==> config.mk <==
export PLATFORM = sky130hd
export DESIGN_NAME = gated_io_bridge
export DESIGN_NICKNAME = d
export VERILOG_FILES = /design/src/rtl/bridge_pkg.sv /design/src/rtl/bank_store.sv /design/src/rtl/pingpong_buf.sv /design/src/rtl/gated_io_bridge.sv
export SDC_FILE = /design/constraint.sdc
export NUM_CORES = 1
export LEC_CHECK = 0
export CAP_MARGIN = 20
export CORE_AREA = 2 2 161 163
export CTS_BUF_LIST = sky130_fd_sc_hd__clkbuf_4 sky130_fd_sc_hd__clkbuf_8
export DETAILED_ROUTE_END_ITERATION = 7
export DIE_AREA = 0 0 163 165
export PLACE_DENSITY = 0.42
export SLEW_MARGIN = 40
export SYNTH_ARGS = -nofsm -noshare
export SYNTH_HDL_FRONTEND = slang
export SYNTH_SLANG_ARGS = --single-unit
export TNS_END_PERCENT = 10
==> constraint.sdc <==
create_clock -name clk -period 3.08 [get_ports clk]
set_input_delay 0.616 -clock clk [delete_from_list [all_inputs] [get_ports clk]]
set_output_delay 0.616 -clock clk [all_outputs]
set_load 0.02 [all_outputs]
==> src/rtl/bridge_pkg.sv <==
// Shared types for the gated bridge.
// Assumes: nothing beyond IEEE 1800-2017 packages.
package bridge_pkg;
    // Which side of a ping-pong buffer the schedule grant holds back.
    typedef enum logic {
        GATE_DRAIN = 1'b0,
        GATE_FILL  = 1'b1
    } gate_side_e;
endpackage

==> src/rtl/bank_store.sv <==
// Two-bank word storage: one write port, one asynchronous read port.
// Assumes: the caller never writes past DEPTH-1 and tolerates no reset on contents.
module bank_store #(
    parameter int W     = 8,
    parameter int DEPTH = 4,
    localparam int AW   = $clog2(DEPTH)
) (
    input  logic          clk,
    input  logic          we,
    input  logic          wbank,
    input  logic [AW-1:0] waddr,
    input  logic [W-1:0]  wdata,
    input  logic          rbank,
    input  logic [AW-1:0] raddr,
    output logic [W-1:0]  rdata
);
    logic [W-1:0] mem [2][DEPTH];

    // Store one word into the selected bank.
    always_ff @(posedge clk) begin
        if (we) mem[wbank][waddr] <= wdata;
    end

    assign rdata = mem[rbank][raddr];
endmodule

==> src/rtl/pingpong_buf.sv <==
// Ping-pong buffer: one bank collects while the other empties. Roles swap
// when the emptying bank is exhausted, the gate is low and the collecting
// bank holds data. SIDE chooses whether the gate holds back filling or draining.
// Assumes: DEPTH >= 2.
module pingpong_buf #(
    parameter int W                         = 8,
    parameter int DEPTH                     = 4,
    parameter bridge_pkg::gate_side_e SIDE  = bridge_pkg::GATE_DRAIN,
    localparam int AW                       = $clog2(DEPTH),
    localparam int CW                       = $clog2(DEPTH + 1)
) (
    input  logic         clk,
    input  logic         rst_n,
    input  logic         gate,
    input  logic         in_valid,
    input  logic [W-1:0] in_data,
    output logic         in_ready,
    output logic         out_valid,
    output logic [W-1:0] out_data,
    input  logic         out_ready,
    output logic         busy
);
    logic          fsel;
    logic          dsel;
    logic [CW-1:0] cnt [2];
    logic [CW-1:0] rptr;
    logic [CW-1:0] fill_cnt;
    logic [CW-1:0] drain_cnt;
    logic          fill_ok;
    logic          drain_ok;
    logic          full;
    logic          fill_fire;
    logic          drain_left;
    logic          drain_fire;
    logic          swap;

    assign dsel      = ~fsel;
    assign fill_cnt  = cnt[fsel];
    assign drain_cnt = cnt[dsel];

    generate
        if (SIDE == bridge_pkg::GATE_FILL) begin : g_gate_fill
            assign fill_ok  = gate;
            assign drain_ok = 1'b1;
        end else begin : g_gate_drain
            assign fill_ok  = 1'b1;
            assign drain_ok = gate;
        end
    endgenerate

    assign full       = (fill_cnt == CW'(DEPTH));
    assign in_ready   = fill_ok && !full;
    assign fill_fire  = in_valid && in_ready;
    assign drain_left = (rptr != drain_cnt);
    assign out_valid  = drain_ok && drain_left;
    assign drain_fire = out_valid && out_ready;
    assign swap       = !gate && !drain_left && (fill_cnt != '0);
    assign busy       = (fill_cnt != '0) || drain_left;

    // Track per-bank counts, bank roles and the read position.
    always_ff @(posedge clk) begin
        if (!rst_n) begin
            fsel   <= 1'b0;
            cnt[0] <= '0;
            cnt[1] <= '0;
            rptr   <= '0;
        end else begin
            if (fill_fire) cnt[fsel] <= fill_cnt + CW'(1);
            if (swap) begin
                fsel      <= dsel;
                cnt[dsel] <= '0;
                rptr      <= '0;
            end else if (drain_fire) begin
                rptr <= rptr + CW'(1);
            end
        end
    end

    bank_store #(.W(W), .DEPTH(DEPTH)) u_store (
        .clk   (clk),
        .we    (fill_fire),
        .wbank (fsel),
        .waddr (fill_cnt[AW-1:0]),
        .wdata (in_data),
        .rbank (dsel),
        .raddr (rptr[AW-1:0]),
        .rdata (out_data)
    );

    // roles change only after a cycle with the gate low.
    a_r5_swap_when_blocked: assert property (@(posedge clk) disable iff (!rst_n)
        (fsel != $past(fsel)) |-> !$past(gate));

    // with draining held back and no swap, the read position is kept.
    a_r6_hold_position: assert property (@(posedge clk) disable iff (!rst_n)
        (!drain_ok && !swap) |=> $stable(rptr));

    // a refused word leaves the collecting bank's count unchanged.
    a_r7_refused_no_write: assert property (@(posedge clk) disable iff (!rst_n)
        (in_valid && !in_ready && !swap) |=> $stable(fill_cnt));

    // no bank ever reports more than DEPTH words.
    a_r7_count_bound: assert property (@(posedge clk) disable iff (!rst_n)
        (cnt[0] <= CW'(DEPTH)) && (cnt[1] <= CW'(DEPTH)));
endmodule

==> src/rtl/gated_io_bridge.sv <==
// Gated store-and-forward bridge. Peripheral words are always taken and
// forwarded to memory only under grant. Memory words are taken only under
// grant and handed to the peripheral afterwards.
// Assumes: grant comes from a synchronous scheduler in the same clock domain.
module gated_io_bridge #(
    parameter int W     = 8,
    parameter int DEPTH = 4
) (
    input  logic         clk,
    input  logic         rst_n,
    input  logic         grant,
    input  logic         per_in_valid,
    input  logic [W-1:0] per_in_data,
    output logic         mem_out_valid,
    output logic [W-1:0] mem_out_data,
    input  logic         mem_out_ready,
    input  logic         mem_in_valid,
    input  logic [W-1:0] mem_in_data,
    output logic         mem_in_ready,
    output logic         per_out_valid,
    output logic [W-1:0] per_out_data,
    input  logic         per_out_ready,
    output logic         pending,
    output logic         overflow
);
    logic up_ready;
    logic up_busy;
    logic dn_busy;

    pingpong_buf #(.W(W), .DEPTH(DEPTH), .SIDE(bridge_pkg::GATE_DRAIN)) u_up (
        .clk       (clk),
        .rst_n     (rst_n),
        .gate      (grant),
        .in_valid  (per_in_valid),
        .in_data   (per_in_data),
        .in_ready  (up_ready),
        .out_valid (mem_out_valid),
        .out_data  (mem_out_data),
        .out_ready (mem_out_ready),
        .busy      (up_busy)
    );

    pingpong_buf #(.W(W), .DEPTH(DEPTH), .SIDE(bridge_pkg::GATE_FILL)) u_dn (
        .clk       (clk),
        .rst_n     (rst_n),
        .gate      (grant),
        .in_valid  (mem_in_valid),
        .in_data   (mem_in_data),
        .in_ready  (mem_in_ready),
        .out_valid (per_out_valid),
        .out_data  (per_out_data),
        .out_ready (per_out_ready),
        .busy      (dn_busy)
    );

    assign pending = up_busy || dn_busy;

    // Latch any dropped peripheral word until reset.
    always_ff @(posedge clk) begin
        if (!rst_n)                         overflow <= 1'b0;
        else if (per_in_valid && !up_ready) overflow <= 1'b1;
    end

    // nothing goes toward memory without the grant.
    a_r3_no_upstream_without_grant: assert property (@(posedge clk) disable iff (!rst_n)
        !grant |-> !mem_out_valid);

    // memory words are refused without the grant.
    a_r4_no_downstream_without_grant: assert property (@(posedge clk) disable iff (!rst_n)
        !grant |-> !mem_in_ready);

    // the loss flag never clears on its own.
    a_r7_overflow_sticky: assert property (@(posedge clk) disable iff (!rst_n)
        overflow |=> overflow);

    // with nothing pending, neither side is offered a word.
    a_r8_idle_quiet: assert property (@(posedge clk) disable iff (!rst_n)
        !pending |-> (!mem_out_valid && !per_out_valid));
endmodule

==> results.txt <==
TritonCTS buffer count = 17
clock skew = 18.03 ps
dpl hpwl = 8481 um
clock buffer depth = 2
largest net degree at the start of global routing = 21
PortBufs = 43
starting density of the core = 24.91%
die span in y = 165 um
detailed router's first-iteration violation count = 123
crit path DAT = 2340 ps
WL/cell = 17.19 um
Die W = 163 um
max_cap viols = 0
PnR worst setup slack = 127.1 ps
Final Setup Violations = 0
initial antenna violation count = 1
synth cell count leaders = edfxtp_1, mux4_2, mux2i_1, nor2_1, dfxtp_1
Fin Hold WS = 484.7 ps
drt first pass iters = 4
critical path type = reg -> out
ys flop type = edfxtp_1
final worst-path cycle share = 95.87%
Synth warnings = 0
status = completed
unique cell type count in the Yosys netlist = 35
Seq/Total Area, Yosys = 69.98%
Max Clock Freq = 0.3386 GHz
R2R Path End = u_dn.u_store.mem[0][29]
EDFF count, synth = 134
worst endpoint required time = 2460 ps
synth top area cells = edfxtp_1, mux4_2, dfxtp_1
via count = 3198
Setup crit end kind = output port
Avg Cell Area, Syn = 18.34 um2
io pins = 44
Syn Nets = 373
LEAKAGE = 0.002572 uW
Rows = 58
DRC Markers = 0
cell count after synthesis = 340
ant diodes = 0
Post CTS Setup Buffer Count = 0
RSZ-0062 raised after global routing = true
Tot GR Track Use = 10.16%
Mapped Area = 6236 um2
total wire length = 13020 um
Synth Register Bits = 151
headroom to the max-slew limit = 62.60%
final hold vios = 0
routability cong. = 0.7415
cell depth of the worst flop-to-flop path = 8
first-pass GRT wire length = 19730 um
Max VDD drop = 298.7 uV
CTS tree = yes
Core Box Area = 25040 um2
P&R area growth vs syn = 23.54%
power density cells = 717.6 nW/um2
top-count cell post-synth = edfxtp_1
post-route ant nets = 0
Synth area leader = edfxtp_1
worst hold stages = 1
HP Start = overflow
H-tree levels = 4
CTS Sinks = 151
Final min period = 2953 ps
Hold Path Class = reg -> reg
hold-critical path endpoint = overflow
Crit Path Max Fanout = 5
number of global-route vias before repair = 3437
CP Launch Type = register
vias per cell = 4.225
pre-CTS setup slack = 178.8 ps
layout cells sized above 1 = 25.29%
Slew Viols, Final = 0
Synth async-reset ratio = 0%
final core occ = 30.77%
CP startpoint = u_dn.fsel
register-to-register setup slack = 680 ps
Worst-Margin Slew = 560.9 ps
Clk Latency, worst-skew pair = 450 ps
final net count = 447
die area = 26900 um2
clock root buffer = clkbuf_8
share of the synthesized area in the top cell type = 64.53%
clock-pin slew on the worst setup and hold paths = 90 ps
grt total ovfl = 0
setup tns final = 0 ps
-- registers in the layout, indices dropped and copies added (netlist names), named ones only --
register,cells
overflow,1
u_dn.cnt,6
u_dn.fsel,1
u_dn.rptr,3
u_dn.u_store.mem,64
u_up.cnt,6
u_up.fsel,1
u_up.rptr,3
u_up.u_store.mem,64
-- how the worst max path moves through the flow --
| stage | to |
|---|---|
| after global routing | pending |
| after floorplan | pending |
| final | pending |
| after detailed placement | per_out_data[6] |
| after global placement | per_out_data[6] |
| after CTS | per_out_data[4] |
-- power by group --
group          total, uW  internal, uW  switching, uW
Sequential          2480          2400           83.1
Clock               1580           754            826
Combinational       1470           726            742
-- area by class of cell --
cell class	count	area, um2
inverters	9	33.78
repair buffers	70	689.4
clock inverters	15	177.7
flip-flops and latches	151	4370
multi-input cells	165	1785
clock buffers	17	234.0
well taps	330	412.9
fillers	2468	17330
-- cells in the final DEF (no fill, tap or decap), drive strengths merged, types with 16 or more instances in the layout --
master,n
mux2i,19
buf,26
clkdlybuf4s50,27
dfxtp,17
and2,16
mux2,16
clkbuf,17
inv,18
edfxtp,134
mux4,32
nor2,19
-- logic make-up (layout without fill, tap and decap cells) --
| family | after synthesis | after routing | share of synthesized area [%] |
|---|---|---|---|
| simple gates | 61 | 61 | 5.056 |
| fa+ha+maj | 10 | 10 | 2.006 |
| compound gates | 13 | 13 | 1.364 |
| buf+inv | 24 | 111 | 1.705 |
| xor+xnor | 14 | 14 | 1.966 |
| mux | 67 | 67 | 17.92 |
| flops | 151 | 151 | 69.98 |
-- repair_timing --
item / 4_1_cts / 5_1_grt
hold buffers: 0 / 0
resized for setup: 21 / 8
cloned: 1 / 0
endpoints found under the setup margin: 17 / 5
pin swaps: 0 / 0
-- layer usage --
layer  track usage [%]  up-vias  part of all wire [%]
li1                  -     1481                     -
met1             11.91     1652                    44
met2             17.78       49                    51
met3             2.587       16                   3.4
met4             4.183        0                   1.9
met5                 0        -                     0
-- per-stage QoR --
step | instance area [um2] | power (uW) | instances
finish | 7704 | 5528 | 757
global route | 7704 | 5808 | 757
CTS | 7675 | 5621 | 757
detailed placement | 7227 | 4005 | 724
global placement | 7227 | 3991 | 724
floorplan | 6236 | 3441 | 340
-- critical path, cell delays in order (launching register included) --
cell	delay, ps
dfxtp_4	410
mux2i_1	230
xnor2_1	130
or3_4	440
or3_1	420
clkdlybuf4s15_2	270
No activity file was read; power rests on OpenSTA's default activity.
